### src/rtl/flag_alu_pkg.sv
package flag_alu_pkg;

    localparam int OP_W = 5;

    typedef enum logic [OP_W-1:0] {
        OP_ADD   = 5'd0,
        OP_SUB   = 5'd1,
        OP_CMP   = 5'd2,
        OP_CMN   = 5'd3,
        OP_RSB   = 5'd4,
        OP_AND   = 5'd5,
        OP_ORR   = 5'd6,
        OP_EOR   = 5'd7,
        OP_BIC   = 5'd8,
        OP_MVN   = 5'd9,
        OP_MOV   = 5'd10,
        OP_MUL   = 5'd11,
        OP_LSL_I = 5'd12,
        OP_LSR_I = 5'd13,
        OP_ASR_I = 5'd14,
        OP_LSL_R = 5'd15,
        OP_LSR_R = 5'd16,
        OP_ASR_R = 5'd17
    } alu_op_e;

    typedef struct packed {
        logic n;
        logic z;
        logic c;
        logic v;
    } alu_flags_t;

endpackage

### src/rtl/alu_addsub.sv
module alu_addsub
    import flag_alu_pkg::*;
#(
    parameter int W = 32
) (
    input  alu_op_e        op,
    input  logic [W-1:0]   a,
    input  logic [W-1:0]   b,
    output logic [W-1:0]   sum,
    output logic           cout,
    output logic           ovf
);

    logic [W-1:0] x;
    logic [W-1:0] y;
    logic         ci;

    always_comb begin
        x  = a;
        y  = b;
        ci = 1'b0;
        unique case (op)
            OP_SUB, OP_CMP: begin
                y  = ~b;
                ci = 1'b1;
            end
            OP_RSB: begin
                x  = '0;
                y  = ~a;
                ci = 1'b1;
            end
            default: ;
        endcase
        {cout, sum} = {1'b0, x} + {1'b0, y} + (W+1)'(ci);
        ovf = (x[W-1] == y[W-1]) && (sum[W-1] != x[W-1]);
    end

endmodule

### src/rtl/alu_logic.sv
module alu_logic
    import flag_alu_pkg::*;
#(
    parameter int W = 32
) (
    input  alu_op_e        op,
    input  logic [W-1:0]   a,
    input  logic [W-1:0]   b,
    output logic [W-1:0]   res
);

    logic [W-1:0] prod;

    assign prod = a * b;

    always_comb begin
        res = a;
        unique case (op)
            OP_AND:  res = a & b;
            OP_ORR:  res = a | b;
            OP_EOR:  res = a ^ b;
            OP_BIC:  res = a & ~b;
            OP_MVN:  res = ~b;
            OP_MOV:  res = b;
            OP_MUL:  res = prod;
            default: res = a;
        endcase
    end

endmodule

### src/rtl/alu_shift.sv
module alu_shift
    import flag_alu_pkg::*;
#(
    parameter int W    = 32,
    parameter int SH_W = 8
) (
    input  alu_op_e        op,
    input  logic [W-1:0]   a,
    input  logic [W-1:0]   b,
    input  logic           cin,
    output logic [W-1:0]   res,
    output logic           cout
);

    localparam int              FW   = $clog2(W);
    localparam logic [SH_W-1:0] FULL = SH_W'(W);

    typedef enum logic [1:0] {K_NONE, K_LEFT, K_RLOG, K_RARI} kind_e;

    kind_e             kind;
    logic [SH_W-1:0]   amt;
    logic [SH_W-1:0]   amt_sat;
    logic [FW-1:0]     fld;
    logic [W:0]        lwide;
    logic [W:0]        rwide;
    logic signed [W:0] swide;

    assign fld = b[FW-1:0];

    // length selection: immediate field or low byte of the register operand
    always_comb begin
        kind = K_NONE;
        amt  = '0;
        unique case (op)
            OP_LSL_I: begin kind = K_LEFT; amt = SH_W'(fld); end
            OP_LSR_I: begin kind = K_RLOG; amt = (fld == '0) ? FULL : SH_W'(fld); end
            OP_ASR_I: begin kind = K_RARI; amt = (fld == '0) ? FULL : SH_W'(fld); end
            OP_LSL_R: begin kind = K_LEFT; amt = b[SH_W-1:0]; end
            OP_LSR_R: begin kind = K_RLOG; amt = b[SH_W-1:0]; end
            OP_ASR_R: begin kind = K_RARI; amt = b[SH_W-1:0]; end
            default: ;
        endcase
    end

    // one extra bit beside the operand catches the last bit shifted out
    always_comb begin
        res     = a;
        cout    = cin;
        amt_sat = (amt > FULL) ? FULL : amt;
        lwide   = {1'b0, a} << amt_sat;
        rwide   = {a, 1'b0} >> amt_sat;
        swide   = $signed({a, 1'b0}) >>> amt_sat;
        if (kind != K_NONE && amt != '0) begin
            unique case (kind)
                K_LEFT: begin
                    res  = lwide[W-1:0];
                    cout = (amt > FULL) ? 1'b0 : lwide[W];
                end
                K_RLOG: begin
                    res  = rwide[W:1];
                    cout = (amt > FULL) ? 1'b0 : rwide[0];
                end
                default: begin
                    res  = swide[W:1];
                    cout = swide[0];
                end
            endcase
        end
    end

endmodule

### src/rtl/flag_alu.sv
module flag_alu
    import flag_alu_pkg::*;
#(
    parameter int W    = 32,
    parameter int SH_W = 8
) (
    input  logic              clk,
    input  logic              rst_n,
    input  logic              in_valid,
    input  logic [OP_W-1:0]   op_i,
    input  logic [W-1:0]      a_i,
    input  logic [W-1:0]      b_i,
    input  logic [3:0]        flags_i,
    output logic              out_valid,
    output logic [W-1:0]      result_o,
    output logic [3:0]        flags_o,
    output logic              wr_o
);

    alu_op_e     op;
    alu_flags_t  fin;
    alu_flags_t  nf_d;
    alu_flags_t  flags_q;
    logic [W-1:0] res_d;
    logic [W-1:0] res_q;
    logic         wr_d;
    logic         wr_q;
    logic         vld_q;
    logic         upd_nz;

    logic [W-1:0] as_sum;
    logic         as_c;
    logic         as_v;
    logic [W-1:0] lg_res;
    logic [W-1:0] sh_res;
    logic         sh_c;

    assign op  = alu_op_e'(op_i);
    assign fin = alu_flags_t'(flags_i);

    alu_addsub #(.W(W)) i_addsub (
        .op   (op),
        .a    (a_i),
        .b    (b_i),
        .sum  (as_sum),
        .cout (as_c),
        .ovf  (as_v)
    );

    alu_logic #(.W(W)) i_logic (
        .op  (op),
        .a   (a_i),
        .b   (b_i),
        .res (lg_res)
    );

    alu_shift #(.W(W), .SH_W(SH_W)) i_shift (
        .op   (op),
        .a    (a_i),
        .b    (b_i),
        .cin  (fin.c),
        .res  (sh_res),
        .cout (sh_c)
    );

    // next-value selection per operation class
    always_comb begin
        res_d  = a_i;
        nf_d   = fin;
        wr_d   = 1'b0;
        upd_nz = 1'b0;
        unique case (op)
            OP_ADD, OP_SUB, OP_RSB, OP_CMP, OP_CMN: begin
                res_d  = as_sum;
                nf_d.c = as_c;
                nf_d.v = as_v;
                wr_d   = (op != OP_CMP) && (op != OP_CMN);
                upd_nz = 1'b1;
            end
            OP_AND, OP_ORR, OP_EOR, OP_BIC, OP_MVN, OP_MOV, OP_MUL: begin
                res_d  = lg_res;
                wr_d   = 1'b1;
                upd_nz = 1'b1;
            end
            OP_LSL_I, OP_LSR_I, OP_ASR_I, OP_LSL_R, OP_LSR_R, OP_ASR_R: begin
                res_d  = sh_res;
                nf_d.c = sh_c;
                wr_d   = 1'b1;
                upd_nz = 1'b1;
            end
            default: ;
        endcase
        if (upd_nz) begin
            nf_d.n = res_d[W-1];
            nf_d.z = (res_d == '0);
        end
    end

    // output register stage
    always_ff @(posedge clk) begin
        if (!rst_n) begin
            vld_q   <= 1'b0;
            res_q   <= '0;
            flags_q <= '0;
            wr_q    <= 1'b0;
        end else begin
            vld_q <= in_valid;
            if (in_valid) begin
                res_q   <= res_d;
                flags_q <= nf_d;
                wr_q    <= wr_d;
            end
        end
    end

    assign out_valid = vld_q;
    assign result_o  = res_q;
    assign flags_o   = flags_q;
    assign wr_o      = wr_q;

endmodule

### config.mk
export PLATFORM = sky130hd
export DESIGN_NAME = flag_alu
export DESIGN_NICKNAME = d
export VERILOG_FILES = /design/src/rtl/flag_alu_pkg.sv /design/src/rtl/alu_addsub.sv /design/src/rtl/alu_logic.sv /design/src/rtl/alu_shift.sv /design/src/rtl/flag_alu.sv
export SDC_FILE = /design/constraint.sdc
export NUM_CORES = 2
export LEC_CHECK = 0
export ABC_AREA = 0
export BUFFER_PORTS_ARGS = -buffer_cell sky130_fd_sc_hd__buf_4
export CAP_MARGIN = 20
export CORE_MARGIN = 2
export CORE_UTILIZATION = 55
export CTS_BUF_LIST = sky130_fd_sc_hd__clkbuf_8 sky130_fd_sc_hd__clkbuf_16
export DETAILED_ROUTE_END_ITERATION = 12
export PLACE_DENSITY = 0.71
export SYNTH_ARGS = -nofsm -noshare
export SYNTH_HDL_FRONTEND = slang
export SYNTH_SLANG_ARGS = --single-unit
### constraint.sdc
create_clock -name clk -period 23.8 [get_ports clk]
set_input_delay 1.19 -clock clk [delete_from_list [all_inputs] [get_ports clk]]
set_output_delay 1.19 -clock clk [all_outputs]
set_load 0.005 [all_outputs]
# Word level (Yosys, flattened, before mapping)
# Index checks and enable logic that the tools add are counted.
[totals]
wordCells = 83
ff_bits = 38
out_inout_bits = 38
in_bits = 76
[classes]
muxes = 20
eq_ne = 23
n_reduce_logical = 20
bitwise_logic = 6
n_addsub = 2
shifts = 3
magnitude_cmp = 1
n_mul = 1
[ops]
columns = ["operator", "count"]
rows = [
  ["$pmux 32 s7", 1],
  ["$pmux 32 s2", 2],
  ["$pmux 32 s3", 1],
  ["$and 32x32->32", 2],
  ["$mux 32", 2],
  ["$not 32->32", 2],
  ["$eq 5x4->1 const B", 8],
  ["$add 32x32->33", 1],
  ["$add 33x1->33", 1],
  ["$shl 32x8->33", 1],
  ["$shr 33x8->33", 1],
  ["$sshr 33x8->33", 1],
  ["$logic_not 32->1", 1],
  ["$mul 32x32->32", 1],
  ["$or 32x32->32", 1],
  ["$xor 32x32->32", 1],
  ["$pmux 8 s3", 1],
  ["$eq 5x3->1 const B", 4],
  ["$reduce_or 18->1", 1],
  ["$reduce_or 13->1", 1],
  ["$eq 5x2->1 const B", 2],
  ["$eq 5x5->1 const B", 2],
  ["$logic_not 5->1", 2],
  ["$ne 5x2->1 const B", 2],
  ["20 further kinds", 34],
]

# Logic depth before layout (Yosys ltp)
[logic_depth]
word_depth = 11
mapped_depth = 33
mapped_depth_nobuf = 30

# Modules after synthesis
# A second synthesis with hierarchy kept.
[unflattened]
cells_unflattened = 3803
area_unflattened_um2 = 28080.7
[modules_own_cells]
columns = ["mod", "cells_per_inst", "instances", "area_each_um2", "seq_area_each_um2"]
rows = [
  ["alu_logic", 2172, 1, 17586.9, 0.0],
  ["alu_shift", 959, 1, 5731.7, 0.0],
  ["alu_addsub", 393, 1, 2498.6, 0.0],
  ["flag_alu", 279, 1, 2263.4, 760.7],
]

# Worst setup path before layout
# Ideal clock, no wire load.
[synth_timing]
path_type = "input to register"
start = "input port b_i[1]"
end = "register flags_q, in the netlist flags_o[2]"
slack_ps = 14387
path_buffers = 6
t_required_ps = 23704
path_stages = 31
setup_ps = 96
arrival_ps = 9317
cell_sequence = "clkbuf_1 -> clkbuf_1 -> buf_1 -> clkbuf_1 -> buf_1 -> buf_1 -> nand2_1 -> fa_1 -> fa_1 -> fa_1 -> inv_1 -> fa_1 -> inv_1 -> fa_1 -> inv_1 -> fa_1 -> fa_1 -> ha_1 -> a21oi_1 -> nor2b_1 -> or3_1 -> a21oi_1 -> nand2_1 -> a211oi_1 -> xor2_1 -> o21ai_0 -> o32a_1 -> nor4_1 -> and4b_1 -> nand4_1 -> o41ai_2"
[synth_via]
elab_chain_len = 11
elab_cells_between_ends = 25
cone_classes = "2 x add/sub; 1 x mul; 1 x order compare; 3 x shift; 9 x mux; 5 x bitwise; 4 x reduce/logical"
[synth_rtl]
columns = ["item", "line_no", "source"]
rows = [
  ["start: declaration", "flag_alu.sv:12", "input logic [W-1:0] b_i,"],
  ["branches (longest 8 deep; another with $mul 32x32->32)", "n/a", ""],
  ["$pmux 32 s3 (*)", "flag_alu.sv:72", "unique case (op)"],
  ["$logic_not 32->1 (*)", "flag_alu.sv:95", "nf_d.z = (res_d == '0);"],
  ["$mux 2 (*)", "flag_alu.sv:93", "if (upd_nz) begin"],
  ["end signal: assignment", "flag_alu.sv:110", "flags_q <= nf_d;"],
  ["end: declaration", "flag_alu.sv:23", "alu_flags_t flags_q;"],
]
# Every way passes the cells marked *.
# A chain may end at the register's enable or synchronous reset.

# Worst setup path after layout
[layout_timing]
start = "input port a_i[7]"
end = "register flags_q, in the netlist flags_o[2]"
[layout_via]
elab_chain_len = 7
elab_cells_between_ends = 19
cone_classes = "2 x add/sub; 1 x mul; 3 x shift; 7 x mux; 5 x bitwise; 1 x reduce/logical"
[layout_rtl]
columns = ["item", "line_no", "source"]
rows = [
  ["start: declaration", "flag_alu.sv:11", "input logic [W-1:0] a_i,"],
  ["branches (longest 4 deep; another with $mul 32x32->32)", "n/a", ""],
  ["$pmux 32 s3 (*)", "flag_alu.sv:72", ""],
  ["$logic_not 32->1 (*)", "flag_alu.sv:95", ""],
  ["$mux 2 (*)", "flag_alu.sv:93", ""],
]
# Marks and branches as above.

==> summary.md <==
| Metric | Value |
|---|---|
| Synthesis warning total | 0 |
| # clock sinks | 38 |
| Final clock skew | 0 ns |
| Total routing resource utilization after global routing | 0.558 |
| Outcome | complete, but fails checks |
| Area taken by flip-flops and latches | 761 um^2 |
| R2r endpoint | flags_o[2] |
| Worst r2r src | flags_o[2] |
| Time the final worst path needs with I/O delays and setup | 10.59 ns |
| Final nets | 4373 |
| Finish-stage setup viols | 0 |
| Via count | 31370 |
| Area leader, netlist | fa_1 |
| Buffer and inverter count on the worst path | 6 |
| Final weighted congestion of routability-driven global placement | 1.12 |
| Main combinational cell family by area after synthesis | adder cells |
| Number of setup buffers added after CTS | 0 |
| Commonest cells after routing, fill and taps aside | nor2_1 (529), inv_1 (444), nand2_1 (439), fa_1 (410), o21ai_0 (238) |
| Drt drc | 3 |
| Violated checks | design-rule violations |
| Clock-pin slew on the worst setup and hold paths | 0.06 ns |
| Number of hold-repair buffers added at the cts stage | 0 |
| Worst slew pin tran | 1.20 ns |
| Simple-gate portion of the synthesized area | 0.195 |
| Number of violations reported at the end of detailed-routing iteration 0 | 5615 |
| Detailed-route vias per instance | 7.19 |
| Total clock buffers created by CTS | 5 |
| Pre-Repair DR Iteration Count | 13 |
| DP Cell Count | 4347 |
| Sum of negative setup slack | 0 ns |
| Overflow left after global routing | 0 |
| Standard cell with the maximum stage delay on the critical path | o21ai_0 |
| Cell type group with the largest total delay on the critical path | adder cells |
| Chip Width | 229 um |
| Clock latency of the later-clocked register in the worst-skew pair | 0.28 ns |
| Synth async-reset ratio | 0 |
| Num ports | 114 |
| Fraction of the mapped netlist area in compound gates | 0.229 |
| Startpoint of the most critical setup path | a_i[7] |
| Most frequent standard cell in the layout excluding fill and tap cells | nor2_1 |
| Initial core utilization | 0.557 |
| Relative max-transition margin | 0.194 |
| Final ANT Viol Nets | 0 |
| Period Utilization, post-route | 0.445 |
| Top FF cell, synth | dfxtp_1 |
| RSZ-0062 raised after global routing | false |
| Count of placed standard cells in the final layout, fillers left out | 4361 |
| Highest Clock Rate | 0.0944 GHz |
| Adder and majority cell fraction of the synthesized area | 0.385 |
| Core area | 50200 um^2 |
| Count of flip-flops with a built-in enable after synthesis | 0 |
| Gates resized, CTS repair | 0 |
| Hold Path Depth | 2 |
| XOR/XNOR share of the synthesized area | 0.0324 |
| Startpoint of the worst hold path | result_o[9] |
| Min-Delay Endpoint | result_o[9] |
| Drt wl/cell | 34.3 um |
| CP required | 24.00 ns |
| Post-synthesis sequential area ratio | 0.0272 |
| Crit-path most repeated cell | fa_1 |
| Maxcap violations | 0 |
| Layout cell share with drive strength beyond 1 | 0.0760 |
| FF-to-FF path depth | 6 |
| Total half-perimeter wirelength after legalization and detailed placement | 111000 um |
| Portion of synthesized cell area occupied by the leading cell type | 0.294 |
| Critical path's largest stage delay | 0.88 ns |
| Vertical die dimension | 229 um |
| Pin count of the biggest net entering global routing | 69 |
| Arrival time at the worst endpoint | 10.79 ns |
| Number of buffer cells added on primary ports | 113 |
| Row Count | 82 |
| Filler cell count in the final layout | 4676 |
| Synthesized netlist net count | 4484 |
| Endpoint kind of the worst setup timing path | flop |
| First-pass GRT wire length | 213000 um |
| Post-Synthesis Cells | 3793 |
| Post-synthesis register bit count | 38 |
| CTS tree | built |
| H-tree depth reported by CTS | 2 |
| Largest buffer count on any clock path | 2 |
| Ranking of synthesized cells by area | fa_1 (29%), ha_1 (9.2%), nor2_1 (7.1%) |
| Synth-to-Final Area Change | 4.11% |
| Final Max Slew Viols | 0 |
| Cell area after synthesis | 28000 um^2 |
| Unique masters post-synth | 109 |
| Count of final hold-check violations | 0 |
| Mux cell area share after synthesis | 0.0230 |
| Area of the die | 52700 um^2 |
| Final wirelength | 149000 um |
| Reg-to-reg slack, setup | 21.91 ns |
| Mapped Avg Cell Area | 7.37 um^2 |
| Via count of the first global-routing pass | 30608 |
| Maximum fanout along the worst path | 21 |
| Cell chosen for the clock root | clkbuf_16 |
| Path type of the worst min-delay path | reg -> reg |
| Initial antenna violation count | 12 |
| Footprint of the multi-input gates | 24200 um^2 |
| WS Path Type | in -> reg |
| Nature of the critical path startpoint | input port |
-- sequential cells by signal (all words and copies together), names as in the netlist --
| name | cells |
|---|---|
| flags_o | 4 |
| out_valid | 1 |
| result_o | 32 |
| wr_o | 1 |
-- worst max path at each step --
stage | slack [ns] | cells past startpoint | endpoint
floorplan | 14.39 | 31 | flags_o[2]
global placement | 13.65 | 29 | flags_o[2]
detailed placement | 13.41 | 29 | flags_o[2]
CTS | 13.69 | 29 | flags_o[2]
global route | 13.12 | 29 | flags_o[2]
finish | 13.21 | 29 | flags_o[2]
-- tightest hold or removal path, stage by stage (launching register included) --
cell     delay (ns)
dfxtp_1        0.31
nand2_1        0.06
a21oi_1        0.05
-- stage by stage --
step / utilization / setup slack (ns) / hold WS [ns] / instance area, um^2
final: 0.580 / 13.21 / 0.468 / 29100
after global routing: 0.580 / 13.12 / 0.487 / 29100
after CTS: 0.580 / 13.69 / 0.470 / 29100
after detailed placement: 0.577 / 13.41 / 0.460 / 28900
after global placement: 0.577 / 13.65 / 0.454 / 28900
after floorplan: - / 14.39 / 0.458 / 28000
-- routing by layer --
layer  wire, um  vias up  GRT usage
met5        149        -     0.0119
met4      15400       12      0.415
met3      25700     1046      0.289
met2      57500     2945      0.767
met1      50600    14804      0.657
li1           -    12563          -
-- layout make-up --
cell class / instances / share of cell area
sequential: 38 / 0.0261
timing repair buffer: 185 / 0.0476
inverter: 462 / 0.0596
clock inverter: 2 / 0.000430
antenna: 6 / 0.000516
multi-input combinational: 2990 / 0.832
clock buffer: 6 / 0.00477
tap: 672 / 0.0289
-- cells by family after synthesis --
| logic type | count (synthesis) |
|---|---|
| AND/OR/NAND/NOR | 1256 |
| buffers and inverters | 765 |
| adder cells (fa/ha/maj) | 615 |
| flip-flops | 38 |
| AO/OA/AOI/OAI | 954 |
| multiplexers | 63 |
| XOR/XNOR | 102 |
-- synth_stat cells (14+ instances only) --
library cell / count
inv_1: 444
nand2_1: 439
xor2_1: 28
ha_1: 205
xnor2_1: 73
fa_1: 410
nor2_1: 530
a2111oi_0: 18
clkbuf_1: 198
mux2i_1: 52
and3_1: 15
o22ai_1: 39
and2_1: 18
buf_2: 39
a211oi_1: 66
nor2b_1: 17
buf_1: 48
o221ai_1: 32
dfxtp_1: 38
a21oi_1: 189
clkinv_1: 14
nor3_1: 54
nand2b_1: 29
a22oi_1: 22
o2111ai_1: 19
a31oi_1: 43
nand3_1: 37
nand4_1: 17
o211ai_1: 44
a21o_1: 29
o21ai_0: 239
o21a_1: 19
nor4_1: 25
Power is left out: the tool's default activity adds up to more than one toggle a clock period on the data nets, which glitch-free logic cannot reach.
